===== config.mk =====
export PLATFORM = sky130hd
export DESIGN_NAME = nibble_rtc
export DESIGN_NICKNAME = d
export VERILOG_FILES = /design/src/rtl/rtc_pkg.sv /design/src/rtl/rtc_prescaler.sv /design/src/rtl/rtc_nibble_ram.sv /design/src/rtl/rtc_timekeeper.sv /design/src/rtl/nibble_rtc.sv
export SDC_FILE = /design/constraint.sdc
export NUM_CORES = 1
export LEC_CHECK = 0
export ABC_AREA = 1
export BUFFER_PORTS_ARGS = -buffer_cell sky130_fd_sc_hd__buf_2
export CORE_MARGIN = 5
export CORE_UTILIZATION = 45
export CTS_BUF_LIST = sky130_fd_sc_hd__clkbuf_8
export DETAILED_ROUTE_END_ITERATION = 12
export PLACE_DENSITY = 0.57
export SETUP_SLACK_MARGIN = 0.05
export SLEW_MARGIN = 20
export SYNTH_ARGS = -nofsm -noshare
export SYNTH_HDL_FRONTEND = slang
export SYNTH_SLANG_ARGS = --single-unit

===== constraint.sdc =====
create_clock -name clk -period 11.2 [get_ports clk]
set_input_delay 0.56 -clock clk [delete_from_list [all_inputs] [get_ports clk]]
set_output_delay 0.56 -clock clk [all_outputs]
set_load 0.02 [all_outputs]

===== src/rtl/rtc_pkg.sv =====
package rtc_pkg;

    localparam int NDIG = 13;
    localparam int NALM = 7;

    localparam logic [3:0] ADR_SEC_O  = 4'h0;
    localparam logic [3:0] ADR_SEC_T  = 4'h1;
    localparam logic [3:0] ADR_MIN_O  = 4'h2;
    localparam logic [3:0] ADR_MIN_T  = 4'h3;
    localparam logic [3:0] ADR_HR_O   = 4'h4;
    localparam logic [3:0] ADR_HR_T   = 4'h5;
    localparam logic [3:0] ADR_DOW    = 4'h6;
    localparam logic [3:0] ADR_DAY_O  = 4'h7;
    localparam logic [3:0] ADR_DAY_T  = 4'h8;
    localparam logic [3:0] ADR_MON_O  = 4'h9;
    localparam logic [3:0] ADR_MON_T  = 4'hA;
    localparam logic [3:0] ADR_YR_O   = 4'hB;
    localparam logic [3:0] ADR_YR_T   = 4'hC;
    localparam logic [3:0] ADR_CTL    = 4'hD;
    localparam logic [3:0] ADR_CMD    = 4'hF;
    localparam logic [3:0] ADR_FMT    = 4'hA;
    localparam logic [3:0] ADR_LEAP   = 4'hB;
    localparam logic [3:0] ADR_ALM_LO = 4'h2;
    localparam logic [3:0] ADR_ALM_HI = 4'h8;

    typedef enum logic [1:0] {
        BANK_TIME  = 2'd0,
        BANK_CFG   = 2'd1,
        BANK_RAM_A = 2'd2,
        BANK_RAM_B = 2'd3
    } bank_e;

    // bit 3 run, bit 2 alarm enable, bits 1:0 bank
    typedef struct packed {
        logic  run;
        logic  alarm_on;
        bank_e bank;
    } ctl_t;

    function automatic logic [6:0] bcd_to_bin(input logic [3:0] tens, input logic [3:0] ones);
        return 7'(tens) * 7'd10 + 7'(ones);
    endfunction

    function automatic logic [7:0] bin_to_bcd(input logic [6:0] v);
        return {4'(v / 7'd10), 4'(v % 7'd10)};
    endfunction

    function automatic logic [4:0] month_len(input logic [6:0] month, input logic leap);
        case (month)
            7'd2:                       return leap ? 5'd29 : 5'd28;
            7'd4, 7'd6, 7'd9, 7'd11:    return 5'd30;
            default:                    return 5'd31;
        endcase
    endfunction

endpackage


===== src/rtl/rtc_prescaler.sv =====
module rtc_prescaler #(
    parameter int TICKS_PER_SEC = 4
) (
    input  logic clk,
    input  logic rst,
    input  logic tick,
    input  logic restart,
    output logic sec_pulse
);
    localparam int CW = (TICKS_PER_SEC > 1) ? $clog2(TICKS_PER_SEC) : 1;
    localparam logic [CW-1:0] LAST = CW'(TICKS_PER_SEC - 1);

    logic [CW-1:0] cnt;

    always_ff @(posedge clk) begin
        if (rst || restart)
            cnt <= '0;
        else if (tick)
            cnt <= (cnt == LAST) ? '0 : cnt + 1'b1;
    end

    assign sec_pulse = tick && !restart && (cnt == LAST);

    generate
        if (TICKS_PER_SEC > 1) begin : g_chk
            // a restart pushes the next step at least one tick away
            p_restart_quiet_r11: assert property (@(posedge clk) disable iff (rst)
                restart |=> !sec_pulse);
        end
    endgenerate

endmodule


===== src/rtl/rtc_nibble_ram.sv =====
module rtc_nibble_ram #(
    parameter int DEPTH = 13
) (
    input  logic                     clk,
    input  logic                     rst,
    input  logic                     we,
    input  logic [$clog2(DEPTH)-1:0] addr,
    input  logic [3:0]               wdata,
    output logic [3:0]               rdata
);
    logic [3:0] mem [DEPTH];

    always_ff @(posedge clk) begin
        if (we)
            mem[addr] <= wdata;
    end

    assign rdata = (32'(addr) < DEPTH) ? mem[addr] : 4'h0;

    p_store_r9: assert property (@(posedge clk) disable iff (rst)
        we |=> mem[$past(addr)] == $past(wdata));

endmodule


===== src/rtl/rtc_timekeeper.sv =====
module rtc_timekeeper
    import rtc_pkg::*;
(
    input  logic       clk,
    input  logic       rst,
    input  logic       sec_pulse,
    input  logic       run,
    input  logic       wr_time,
    input  logic       wr_cfg,
    input  logic       alarm_clr,
    input  logic [3:0] addr,
    input  logic [3:0] wdata,
    output logic [3:0] time_rd,
    output logic [3:0] cfg_rd
);
    logic [NDIG-1:0][3:0] tdig, tdig_n;
    logic [NALM-1:0][3:0] alm;
    logic                 fmt24;
    logic [1:0]           leap, leap_n;

    logic [6:0] sec_b, min_b, hr_b, day_b, mon_b, yr_b, nv;
    logic       step, c_min, c_hr, c_day, c_mon, c_yr, pm_n;
    logic [4:0] dim;
    logic [2:0] alm_idx;
    logic       alm_hit, leap_wr;

    assign step    = sec_pulse && run;
    assign alm_idx = 3'(addr - ADR_ALM_LO);
    assign alm_hit = (addr >= ADR_ALM_LO) && (addr <= ADR_ALM_HI);
    assign leap_wr = wr_cfg && (addr == ADR_LEAP);

    always_comb begin
        tdig_n = tdig;
        leap_n = leap;
        nv     = '0;
        pm_n   = tdig[ADR_HR_T][1];
        sec_b  = bcd_to_bin(tdig[ADR_SEC_T], tdig[ADR_SEC_O]);
        min_b  = bcd_to_bin(tdig[ADR_MIN_T], tdig[ADR_MIN_O]);
        hr_b   = fmt24 ? bcd_to_bin(tdig[ADR_HR_T], tdig[ADR_HR_O])
                       : bcd_to_bin({3'b000, tdig[ADR_HR_T][0]}, tdig[ADR_HR_O]);
        day_b  = bcd_to_bin(tdig[ADR_DAY_T], tdig[ADR_DAY_O]);
        mon_b  = bcd_to_bin(tdig[ADR_MON_T], tdig[ADR_MON_O]);
        yr_b   = bcd_to_bin(tdig[ADR_YR_T], tdig[ADR_YR_O]);
        dim    = month_len(mon_b, leap == 2'd0);

        c_min = step && (sec_b >= 7'd59);
        c_hr  = c_min && (min_b >= 7'd59);
        c_day = fmt24 ? (c_hr && hr_b >= 7'd23)
                      : (c_hr && hr_b == 7'd11 && tdig[ADR_HR_T][1]);
        c_mon = c_day && (day_b >= 7'(dim));
        c_yr  = c_mon && (mon_b >= 7'd12);

        if (step)
            {tdig_n[ADR_SEC_T], tdig_n[ADR_SEC_O]} = bin_to_bcd(c_min ? 7'd0 : sec_b + 7'd1);
        if (c_min)
            {tdig_n[ADR_MIN_T], tdig_n[ADR_MIN_O]} = bin_to_bcd(c_hr ? 7'd0 : min_b + 7'd1);
        if (c_hr) begin
            if (fmt24) begin
                {tdig_n[ADR_HR_T], tdig_n[ADR_HR_O]} = bin_to_bcd(c_day ? 7'd0 : hr_b + 7'd1);
            end else begin
                if (hr_b == 7'd11) begin
                    nv   = 7'd12;
                    pm_n = ~pm_n;
                end else if (hr_b >= 7'd12) begin
                    nv = 7'd1;
                end else begin
                    nv = hr_b + 7'd1;
                end
                tdig_n[ADR_HR_O] = 4'(nv % 7'd10);
                tdig_n[ADR_HR_T] = {2'b00, pm_n, nv >= 7'd10};
            end
        end
        if (c_day) begin
            tdig_n[ADR_DOW] = (tdig[ADR_DOW] >= 4'd6) ? 4'd0 : tdig[ADR_DOW] + 4'd1;
            {tdig_n[ADR_DAY_T], tdig_n[ADR_DAY_O]} = bin_to_bcd(c_mon ? 7'd1 : day_b + 7'd1);
        end
        if (c_mon)
            {tdig_n[ADR_MON_T], tdig_n[ADR_MON_O]} = bin_to_bcd(c_yr ? 7'd1 : mon_b + 7'd1);
        if (c_yr) begin
            {tdig_n[ADR_YR_T], tdig_n[ADR_YR_O]} = bin_to_bcd((yr_b >= 7'd99) ? 7'd0 : yr_b + 7'd1);
            leap_n = leap + 2'd1;
        end

        // host write overrides the count for the addressed field
        if (wr_time && (32'(addr) < NDIG))
            tdig_n[addr] = wdata;
        if (leap_wr)
            leap_n = wdata[1:0];
    end

    always_ff @(posedge clk) begin
        if (rst) begin
            tdig            <= '0;
            tdig[ADR_DAY_O] <= 4'd1;
            tdig[ADR_MON_O] <= 4'd1;
            alm             <= '0;
            fmt24           <= 1'b1;
            leap            <= 2'd0;
        end else begin
            tdig <= tdig_n;
            leap <= leap_n;
            if (wr_cfg && addr == ADR_FMT)
                fmt24 <= wdata[0];
            if (alarm_clr)
                alm <= '0;
            else if (wr_cfg && alm_hit)
                alm[alm_idx] <= wdata;
        end
    end

    assign time_rd = (32'(addr) < NDIG) ? tdig[addr] : 4'h0;

    always_comb begin
        if (alm_hit)
            cfg_rd = alm[alm_idx];
        else if (addr == ADR_FMT)
            cfg_rd = {3'b000, fmt24};
        else if (addr == ADR_LEAP)
            cfg_rd = {2'b00, leap};
        else
            cfg_rd = 4'h0;
    end

    p_freeze_r8: assert property (@(posedge clk) disable iff (rst)
        (!run && !wr_time) |=> $stable(tdig));

    p_sec_wrap_r5: assert property (@(posedge clk) disable iff (rst)
        (step && !wr_time && tdig[ADR_SEC_T] == 4'd5 && tdig[ADR_SEC_O] == 4'd9)
        |=> (tdig[ADR_SEC_T] == 4'd0 && tdig[ADR_SEC_O] == 4'd0));

    p_alarm_clear_r10: assert property (@(posedge clk) disable iff (rst)
        alarm_clr |=> (alm == '0));

    p_leap_step_r6: assert property (@(posedge clk) disable iff (rst)
        (c_yr && !leap_wr) |=> (leap == $past(leap) + 2'd1));

endmodule


===== src/rtl/nibble_rtc.sv =====
module nibble_rtc
    import rtc_pkg::*;
#(
    parameter int TICKS_PER_SEC = 4,
    parameter int DATA_W        = 8
) (
    input  logic              clk,
    input  logic              rst,
    input  logic              tick,
    input  logic [3:0]        addr,
    input  logic              wr_en,
    input  logic [3:0]        wr_data,
    output logic [DATA_W-1:0] rd_data
);
    localparam int NRAM = 2;

    ctl_t       ctl;
    logic       low_adr, wr_time, wr_cfg, cmd_wr, sec_pulse;
    logic [3:0] time_rd, cfg_rd, nib;
    logic [3:0] ram_rd [NRAM];

    assign low_adr = 32'(addr) < NDIG;
    assign wr_time = wr_en && low_adr && (ctl.bank == BANK_TIME);
    assign wr_cfg  = wr_en && low_adr && (ctl.bank == BANK_CFG);
    assign cmd_wr  = wr_en && (addr == ADR_CMD);

    always_ff @(posedge clk) begin
        if (rst)
            ctl <= '0;
        else if (wr_en && addr == ADR_CTL)
            ctl <= ctl_t'(wr_data);
    end

    rtc_prescaler #(.TICKS_PER_SEC(TICKS_PER_SEC)) u_pre (
        .clk       (clk),
        .rst       (rst),
        .tick      (tick),
        .restart   (cmd_wr && wr_data[1]),
        .sec_pulse (sec_pulse)
    );

    rtc_timekeeper u_time (
        .clk       (clk),
        .rst       (rst),
        .sec_pulse (sec_pulse),
        .run       (ctl.run),
        .wr_time   (wr_time),
        .wr_cfg    (wr_cfg),
        .alarm_clr (cmd_wr && wr_data[0]),
        .addr      (addr),
        .wdata     (wr_data),
        .time_rd   (time_rd),
        .cfg_rd    (cfg_rd)
    );

    generate
        for (genvar g = 0; g < NRAM; g++) begin : g_ram
            rtc_nibble_ram #(.DEPTH(NDIG)) u_ram (
                .clk   (clk),
                .rst   (rst),
                .we    (wr_en && low_adr && (ctl.bank == bank_e'(g + 2))),
                .addr  (addr),
                .wdata (wr_data),
                .rdata (ram_rd[g])
            );
        end
    endgenerate

    always_comb begin
        nib = 4'h0;
        if (addr == ADR_CTL)
            nib = ctl;
        else if (low_adr) begin
            case (ctl.bank)
                BANK_TIME:  nib = time_rd;
                BANK_CFG:   nib = cfg_rd;
                BANK_RAM_A: nib = ram_rd[0];
                BANK_RAM_B: nib = ram_rd[1];
                default:    nib = 4'h0;
            endcase
        end
    end

    assign rd_data = DATA_W'(nib);

    p_ctl_load_r3: assert property (@(posedge clk) disable iff (rst)
        (wr_en && addr == ADR_CTL) |=> (ctl == ctl_t'($past(wr_data))));

endmodule


# Word-level counts from Yosys, hierarchy flattened
# Memories as Yosys holds them, arrays and structs flattened.
# Cells that the tools add are included.
# totals
ram_bits,104
reg_bits,89
mem_count,2
wordCells,176
in_bits,12
# memory_table
memory,depth,word_bits,read_ports,rd_ports_with_merged_regs,write_ports,line,source
g_ram[0].u_ram.mem,13,4,1,0,1,rtc_nibble_ram.sv:11,logic [3:0] mem [DEPTH];
g_ram[1].u_ram.mem,13,4,1,0,1,rtc_nibble_ram.sv:11,
# classes
magnitude_cmp,16
n_reduce_logical,33
mux,47
n_div,13
n_eq_ne,14
n_bitwise,1
addsub,17
multipliers,7
# ops
operator,n
$mux 7,11
$bwmux 52,1
$mux 52,1
$mod 7x4->7 const B,7
$mux 8,6
$add 7x1->7 const B,6
$add 7x4->7,6
$div 7x4->7 const B,6
$mul 4x3->6 const B,6
$mux 4,9
$bwmux 28,1
$logic_and 1x1->1,26
$eq 7x4->1 const B,3
$ge 7x4->1 const B,3
$bmux 4 s4,1
$demux 4 s4,1
$eq 4x4->1 const B,4
$pmux 4 s4,1
$eq 7x3->1 const B,2
$ge 7x6->1 const B,2
$bmux 4 s3,1
$demux 4 s3,1
$mux 12,1
$pmux 5 s2,1
other kinds (28),41

# Logic depth before layout (Yosys ltp)
# Gate-level depths: netlist (run 1).
# depth
ltp_word,19
ltp_mapped,43
depth_no_buf,42

# Hierarchy
# Synthesis (run 1) repeated with hierarchy kept, for this count alone.
# hier_totals
hier_cells,1962
hier_area_um2,14116.0
# by_module_without_submodules
mod,area_each_um2,instances,cells_each,seq_area_each_um2
rtc_timekeeper,8888.5,1,1390,1661.6
rtc_nibble_ram,2318.5,2,230,1561.5
nibble_rtc,485.5,1,96,80.1
rtc_prescaler,105.1,1,16,40.0

# Worst setup path before layout (run 1)
# OpenSTA, ideal clock, no wires.
# synth_path
path_type,flip-flop to flip-flop
startpoint,reg u_time.tdig[41] in the netlist's numbering
endpoint,reg u_time.tdig[37] in the netlist's numbering
n_path_buf,1
arrival_time_ps,5010
period_less_slack_ps,5130
path_stages_with_launch,38
setup_time_ps,119
setup_slack_ps,6070
cell_sequence,dfxtp_1 ha_1 ha_1 inv_1 fa_1 nor2_1 xor2_1 nand2_1 o41ai_1 inv_1 ha_1 o21a_1 o211ai_1 nand3_1 nand4_2 buf_6 nand2_1 inv_1 [2 not listed] inv_1 ha_1 inv_1 nand4_1 nand2_1 nand2_1 nand2_1 nand3_2 nand2_2 nand3_1 and2_1 ha_1 nand2_1 nand2_1 nand2_1 nand2_1 nand3_1 a21oi_1
# synth_via
elab_chain_len,13
# synth_lines
element,line,source
start: declaration,rtc_timekeeper.sv:16,"logic [NDIG-1:0][3:0] tdig, tdig_n;"
start signal: assignment,rtc_timekeeper.sv:100,tdig <= tdig_n;
$mul 4x3->6 (*),rtc_pkg.sv:41,return 7'(tens) * 7'd10 + 7'(ones);
$add 7x4->7 (*),rtc_pkg.sv:41,
$eq 7x3->1 / $eq 7x4->1 (equally long branches),rtc_pkg.sv:49,case (month)
$reduce_or 4->1,rtc_pkg.sv:49,
$pmux 5 s2,rtc_pkg.sv:49,
$ge 7x5->1,rtc_timekeeper.sv:50,c_mon = c_day && (day_b >= 7'(dim));
$logic_and 1x1->1,rtc_timekeeper.sv:50,
$logic_and 1x1->1,rtc_timekeeper.sv:51,c_yr = c_mon && (mon_b >= 7'd12);
$mux 7,rtc_timekeeper.sv:78,"{tdig_n[ADR_MON_T], tdig_n[ADR_MON_O]} = bin_to_bcd(c_yr ? 7'd1 : mon_b + 7'd1);"
$mod 7x4->7,rtc_pkg.sv:45,"return {4'(v / 7'd10), 4'(v % 7'd10)};"
$mux 8 (*),rtc_timekeeper.sv:77,if (c_mon)
$bwmux 52,rtc_timekeeper.sv:86,tdig_n[addr] = wdata;
$mux 52 (*),rtc_timekeeper.sv:85,if (wr_time && (32'(addr) < NDIG))
# Mark *: on every way between the ends. The rest lies on a longest branch, timed or not.
# A chain may end at the register's enable or synchronous reset.

# Worst setup path in the final report (run 1)
# Ends and elaborated chain as after synthesis.

==> flow_metrics.py, run 1 <==
metrics = {
    "global_route": {
        "wire_length_of_the_first_global_routing_pass_um": 57000,
        "grt_max_degree": 48,
        "sum_of_overflow_across_all_layers_after_global_routing": 0,
        "number_of_antenna_violations_at_the_first_check_in_global_routing": 0,
        "global_route.usage.total_pct": 21.4,
        "via_count_of_the_first_global_routing_pass": 10700,
    },
    "clocking": {
        "ctsResizeCount": 0,
        "clkSlewWorstSetupHoldPaths_ps": 130,
        "clock_latency_ps": 490,
        "cts_tree": "built",
        "num_cts_buffers": 17,
        "post-cts-setup-buffers": 0,
        "numClockSinks": 193,
        "ctsRootBufferMaster": "sky130_fd_sc_hd__clkbuf_8",
        "holdBufCountCts": 0,
        "cts-root-to-sink-buffers": 2,
        "cts_htree_levels": 4,
    },
    "yosys": {
        "number_of_enable_flip_flop_cells_after_synthesis": 104,
        "yosys_most_used_dff": "sky130_fd_sc_hd__edfxtp_1",
        "postSynthRegisterBits": 193,
        "netlist-cell-type-count": 71,
        "synth-async-reset-ratio_pct": 0,
        "netlist_instances": 1685,
        "yosysWarnings": 0,
        "avgSynthCellArea_sq_um": 7.81,
        "seq_area_frac_synth_pct": 37.3,
        "netlist_area_sq_mm": 0.0132,
    },
    "critical_path": {
        "worst_setup_path_start_kind": "flip-flop",
        "crit_path_max_incr_delay_ps": 450,
        "critical-path-slowest-cell": "sky130_fd_sc_hd__dfxtp_1",
        "critPathMaxFanout": 20,
        "crit_required_ps": 11620,
        "critical_path_class": "reg -> reg",
        "worst_setup_path_end_kind": "flip-flop",
        "ff2ff_setup_slack_ps": 5260,
        "cp_data_arrival_time_ps": 6360,
        "cp_common_cell": "sky130_fd_sc_hd__nand2_1",
    },
    "final_layout": {
        "ff_latch_area_sq_mm": 0.00490,
        "area_delta_synth_final_pct": 6.60,
        "layout.filler_cells": 2889,
        "stdcell_area_sq_mm": 0.0140,
        "diodes": 0,
        "drive_above_1_share_pct": 8.97,
        "multi_input_comb_area_sq_mm": 0.00723,
        "nets": 1776,
    },
    "floorplan": {
        "die_w_um": 181,
        "die_area_sq_mm": 0.0328,
        "fp-row-count": 62,
        "num_io_pins": 20,
        "core_region_area_sq_mm": 0.0288,
        "floorplan.die.height_um": 181,
        "effective_utilization_at_floorplan_pct": 45.7,
    },
    "sta": {
        "period_needed_ps": 5940,
        "final_hold_viol_count": 0,
        "slew-limit-headroom_pct": 27.7,
        "setup_tns_final_ps": 0,
        "drv_slew": 0,
        "rsz0062_at_grt": "no",
        "clock_skew_ps": 16.9,
        "timing.final.setup_violations": 0,
        "max_slew.worst_pin.slew_ps": 1080,
        "fmax_ghz": 0.168,
        "finalCritPeriodShare_pct": 53.0,
    },
    "route": {
        "detail_route.vias_per_cell": 5.58,
        "route.final.wire_length_um": 35600,
        "postRouteAntennaNets": 0,
        "detail_route.wl_per_cell_um": 17.1,
        "drt_pre_antenna_iters": 5,
        "dr_total_vias": 11600,
        "drt_first_iter_violations": 927,
        "detail_route.drc_violations": 0,
    },
    "power": {
        "vdd_ir_drop_max_uv": 65.5,
        "powerDensity_mw_per_mm2": 107,
        "total_power_mw": 1.50,
        "p_leak_nw": 6.06,
    },
    "run": {
        "max-cap-violations": 0,
    },
    "place": {
        "global_placement_routability_congestion": 0.872,
        "placedInstanceArea_sq_mm": 0.0136,
        "port_buffers": 15,
        "post-dp-hpwl_um": 25800,
    },
    "min_path": {
        "worst_hold_path_type": "in -> reg",
    },
    "outcome": {
        "outcome": "complete, no violations",
    },
}
-- through the flow --
| step | setup WS (ps) | hold slack (ps) | utilization (%) | cells |
|---|---|---|---|---|
| after detailed placement | 5300 | 458 | 47.1 | 2046 |
| after floorplan | 6070 | 440 | - | 1688 |
| after CTS | 5270 | 351 | 48.8 | 2078 |
| final | 5260 | 381 | 48.8 | 2078 |
| after global routing | 4630 | 366 | 48.8 | 2078 |
| after global placement | 5540 | 456 | 47.1 | 2046 |
-- cell families (layout without fill, tap and decap cells) --
kind of cell | after synthesis | after routing | synth area share [%]
simple gates | 693 | 693 | 24.6
compound gates | 415 | 415 | 19.0
buf+inv | 263 | 269 | 7.92
flops | 193 | 193 | 37.3
fa+ha+maj | 83 | 83 | 8.57
xor+xnor | 37 | 37 | 2.62
other cells | 1 | 4 | 0.0285
-- registers in the layout (all words and copies together) (netlist names) --
signal / flops
ctl: 4
g_ram.u_ram.mem: 104
u_pre.cnt: 2
u_time.alm: 28
u_time.fmt24: 1
u_time.leap: 2
u_time.tdig: 52
-- Yosys cell counts (5+ instances only) --
master                       n  area (sq um)
sky130_fd_sc_hd__clkinv_1    6          22.5
sky130_fd_sc_hd__o21ai_2     5          43.8
sky130_fd_sc_hd__a211oi_1   15           113
sky130_fd_sc_hd__xnor2_1    12           105
sky130_fd_sc_hd__o21ai_0   116           581
sky130_fd_sc_hd__nand4_1    31           194
sky130_fd_sc_hd__nand2_2    23           144
sky130_fd_sc_hd__buf_4       6          45.0
sky130_fd_sc_hd__a21oi_1   134           671
sky130_fd_sc_hd__o211ai_1    9          67.6
sky130_fd_sc_hd__nor2_2      6          37.5
sky130_fd_sc_hd__nand3_1   106           531
sky130_fd_sc_hd__nor2_1    161           604
sky130_fd_sc_hd__nand2_1   294          1100
sky130_fd_sc_hd__nor3_1     21           105
sky130_fd_sc_hd__inv_2      15          56.3
sky130_fd_sc_hd__dfxtp_1    89          1780
sky130_fd_sc_hd__clkbuf_1   35           131
sky130_fd_sc_hd__inv_1     190           713
sky130_fd_sc_hd__a221oi_1    9          78.8
sky130_fd_sc_hd__nand3_2    14           140
sky130_fd_sc_hd__a31oi_1     9          56.3
sky130_fd_sc_hd__o221ai_1    7          61.3
sky130_fd_sc_hd__o22ai_1    28           175
sky130_fd_sc_hd__fa_1       12           240
sky130_fd_sc_hd__o21ai_1     9          45.0
sky130_fd_sc_hd__nand3b_1    6          45.0
sky130_fd_sc_hd__edfxtp_1  104          3120
sky130_fd_sc_hd__a22oi_1    39           293
sky130_fd_sc_hd__ha_1       71           888
sky130_fd_sc_hd__o31ai_1     7          52.6
sky130_fd_sc_hd__xor2_1     23           201
sky130_fd_sc_hd__and2_1      6          37.5
sky130_fd_sc_hd__a22o_1      5          43.8
-- cells in the final DEF, fill, tap and decap left out, drive strengths merged, types with 2 or more instances in the layout --
cell type / instances
or2: 7
o22ai: 28
a221oi: 9
nand3b: 8
edfxtp: 104
a32o: 2
dfxtp: 89
a31oi: 9
nand3: 122
o211ai: 10
a22oi: 39
o311ai: 2
inv: 221
a211oi: 16
fa: 12
o21ai: 131
conb: 4
o21a: 3
nand2: 322
a21oi: 137
a22o: 5
buf: 23
xor2: 23
nor3: 24
o31ai: 7
xnor2: 13
clkinv: 8
and2: 6
o41ai: 4
nand4: 34
o21bai: 2
clkbuf: 17
nor2: 168
o221ai: 7
ha: 71
-- report_power, final --
group	switching [mW]	leakage, nW	internal [mW]
clock	0.332	0.229	0.191
sequential	0.00622	1.65	0.749
combinational	0.149	4.18	0.0679
total	0.488	6.06	1.01
-- worst max-delay path, delay by kind of cell (launching register included) --
| family | cells | cell delay, ps |
|---|---|---|
| simple gates | 22 | 2540 |
| compound gates | 5 | 670 |
| fa+ha+maj | 6 | 1570 |
| flops | 1 | 450 |
| xor+xnor | 1 | 270 |
| buf+inv | 5 | 360 |
-- per-layer routing --
metal  vias up  track usage [%]  routed length (um)
li1       5830                -                   -
met1      5450             30.3               16800
met2       282             35.7               16500
met3        34             2.69                1800
met4         0             4.17                 510
met5         -                0                   0
-- layout make-up --
cell class	count	share of cell area, %
timing repair buffer	23	0.963
clock buffer	17	1.67
sequential	193	35.0
inverter	214	5.78
multi-input combinational	1232	51.6
tap	384	3.42
clock inverter	15	1.65
-- final timing paths --
| path | end | start | depth (start not counted) |
|---|---|---|---|
| hold / removal | u_pre.cnt[1] | tick | 3 |
| setup / recovery | u_time.tdig[37] | u_time.tdig[41] | 39 |
| setup reg to reg | u_time.tdig[37] | u_time.tdig[41] | 39 |
| hold reg to reg | u_pre.cnt[1] | u_pre.cnt[1] | 2 |
Note: power is estimated with default switching activity, not from simulation.
==> run 2: changes to the inputs <==
clock period = 6.14 ns   (was 11.2 ns; I/O delays follow)
==> flow_metrics.py, run 2 (synthesis results as in run 1) <==
metrics = {
    "outcome": {
        "outcome": "complete, no violations",
    },
    "sta": {
        "timing.final.setup_violations": 0,
        "max_slew.worst_pin.slew_ps": 878,
        "finalCritPeriodShare_pct": 90.7,
        "final_hold_viol_count": 0,
        "setup_tns_final_ps": 0,
        "fmax_ghz": 0.180,
        "finalHoldWorstSlack_ps": 111,
        "period_needed_ps": 5570,
        "rsz0062_at_grt": "no",
        "slew-limit-headroom_pct": 41.4,
        "clock_skew_ps": 24.5,
        "final.setup.worst_slack_ps": 570,
        "drv_slew": 0,
    },
    "clocking": {
        "clock_latency_ps": 500,
        "numClockSinks": 193,
        "holdBufCountCts": 0,
        "num_cts_buffers": 17,
        "clkSlewWorstSetupHoldPaths_ps": 130,
        "ctsRootBufferMaster": "sky130_fd_sc_hd__clkbuf_8",
        "post-cts-setup-buffers": 0,
        "cts-root-to-sink-buffers": 2,
        "cts_tree": "built",
        "cts_htree_levels": 4,
    },
    "final_layout": {
        "top_register": "g_ram.u_ram.mem",
        "layout_common_cells": "294 x sky130_fd_sc_hd__nand2_1, 190 x sky130_fd_sc_hd__inv_1, 157 x sky130_fd_sc_hd__nor2_1, 134 x sky130_fd_sc_hd__a21oi_1, 116 x sky130_fd_sc_hd__o21ai_0",
        "area_delta_synth_final_pct": 6.86,
        "top_regs": "g_ram.u_ram.mem (104), u_time.tdig (52), u_time.alm (28)",
        "layout.cells.most_common": "sky130_fd_sc_hd__nand2_1",
        "largest_reg_flops": 104,
        "layout.filler_cells": 2865,
        "nets": 1778,
        "drive_above_1_share_pct": 9.38,
        "diodes": 0,
    },
    "power": {
        "power.combinational.fraction_pct": 14.6,
        "intPower_mw": 1.84,
        "p_leak_nw": 6.06,
        "power_frac_seq_pct": 50.4,
        "vdd_ir_drop_max_uv": 134,
        "p_clk_share_pct": 35.1,
        "powerDensity_mw_per_mm2": 194,
        "net-switching-power_mw": 0.897,
        "switching_share_of_power_pct": 32.8,
    },
    "global_route": {
        "sum_of_overflow_across_all_layers_after_global_routing": 0,
        "via_count_of_the_first_global_routing_pass": 10700,
        "number_of_antenna_violations_at_the_first_check_in_global_routing": 0,
        "wire_length_of_the_first_global_routing_pass_um": 57300,
        "grt_max_degree": 48,
        "global_route.usage.total_pct": 21.5,
    },
    "route": {
        "detail_route.drc_violations": 0,
        "drt_pre_antenna_iters": 5,
        "postRouteAntennaNets": 0,
        "dr_total_vias": 11500,
        "detail_route.wl_per_cell_um": 17.3,
        "drt_first_iter_violations": 842,
        "detail_route.vias_per_cell": 5.54,
        "route.final.wire_length_um": 36100,
    },
    "critical_path": {
        "crit_path_max_incr_delay_ps": 450,
        "critical_path.reg2reg.startpoint": "u_time.tdig[41]",
        "crit_required_ps": 6570,
        "critPathMaxFanout": 7,
        "timing.critical_path.from": "u_time.tdig[41]",
        "critical-path-slowest-cell": "sky130_fd_sc_hd__fa_1",
        "ff2ff_setup_slack_ps": 570,
        "worst_setup_path_end_kind": "flip-flop",
        "endpoint": "u_time.tdig[37]",
        "r2r.worst_path.cells": 37,
        "cp_data_arrival_time_ps": 6000,
        "critical_path_class": "reg -> reg",
        "critical_path.reg2reg.endpoint": "u_time.tdig[37]",
        "cp_common_cell": "sky130_fd_sc_hd__nand2_1",
        "worst_setup_path_start_kind": "flip-flop",
    },
    "floorplan": {
        "num_io_pins": 20,
        "core_region_area_sq_mm": 0.0288,
        "fp-row-count": 62,
        "floorplan.die.height_um": 181,
        "die_w_um": 181,
        "effective_utilization_at_floorplan_pct": 45.7,
        "die_area_sq_mm": 0.0328,
    },
    "min_path": {
        "worst_hold_path_type": "in -> reg",
    },
    "place": {
        "global_placement_routability_congestion": 0.876,
        "port_buffers": 15,
        "post-dp-hpwl_um": 26400,
        "dp_worst_setup_slack_ps": 456,
    },
    "run": {
        "max-cap-violations": 0,
    },
}
run 2: changes by cell type in the layout (fill, tap and decap cells not counted), moves of 2 or more:
| cell | delta |
|---|---|
| sky130_fd_sc_hd__buf_4 | +2 |
| sky130_fd_sc_hd__dfxtp_1 | -2 |
| sky130_fd_sc_hd__dfxtp_2 | +2 |
| sky130_fd_sc_hd__inv_8 | +2 |
run 2: metal layers:
metal	routed length (um)	share of wire [%]	vias to the layer above	track usage, %
li1	-	-	5819	-
met1	17400	48	5430	30.5
met2	16900	47	246	36.1
met3	1560	4.3	25	2.88
met4	223	0.62	0	3.00
met5	0	0	-	0
run 2: stage by stage:
stage                     instances  total power [mW]  util (%)  area [sq um]
after floorplan                1688              1.69         -         13200
after global placement         2048              1.79      47.2         13600
after detailed placement       2048              1.80      47.2         13600
after CTS                      2080              2.74      48.8         14000
after global routing           2080              2.84      48.9         14100
final                          2080              2.73      48.9         14100
run 2: worst min-delay path by stage:
stage,start,endpoint,depth (start not counted)
after floorplan,rst,u_time.leap[0],1
after global placement,u_pre.cnt[1],u_pre.cnt[1],2
after detailed placement,u_pre.cnt[1],u_pre.cnt[1],2
after CTS,tick,u_pre.cnt[1],3
after global routing,tick,u_pre.cnt[1],3
final,tick,u_pre.cnt[1],3
run 2: layout make-up:
cell class,count,area [sq um],area share (%)
multi-input cells,1232,7260,51.6
flip-flops and latches,193,4910,34.9
inverters,214,811,5.76
well taps,384,480,3.42
clock buffers,17,234,1.66
clock inverters,15,225,1.60
repair buffers,25,150,1.07
run 2: worst max-delay path, delay by kind of cell, from the launching register on:
kind / cells / cell delay, ps
and+or+nand+nor: 21 / 2220
adders and majority gates: 6 / 1620
AOI/OAI and AO/OA: 4 / 730
DFF: 1 / 370
buffers and inverters: 5 / 360
xor gates and xnor gates: 1 / 200
run 2: power groups by stage:
stage | registers (mW) | logic, mW | clock network [mW]
after detailed placement | 1.41 | 0.393 | 0
after global routing | 1.38 | 0.445 | 1.02
after CTS | 1.38 | 0.396 | 0.968
after floorplan | 1.40 | 0.285 | 0
final | 1.38 | 0.399 | 0.959
after global placement | 1.41 | 0.388 | 0
run 2: what timing repair did:
item                                    in CTS  in global routing
resized for setup                            0                  6
endpoints found under the hold margin        0                  0
endpoints found under the setup margin       0                  7
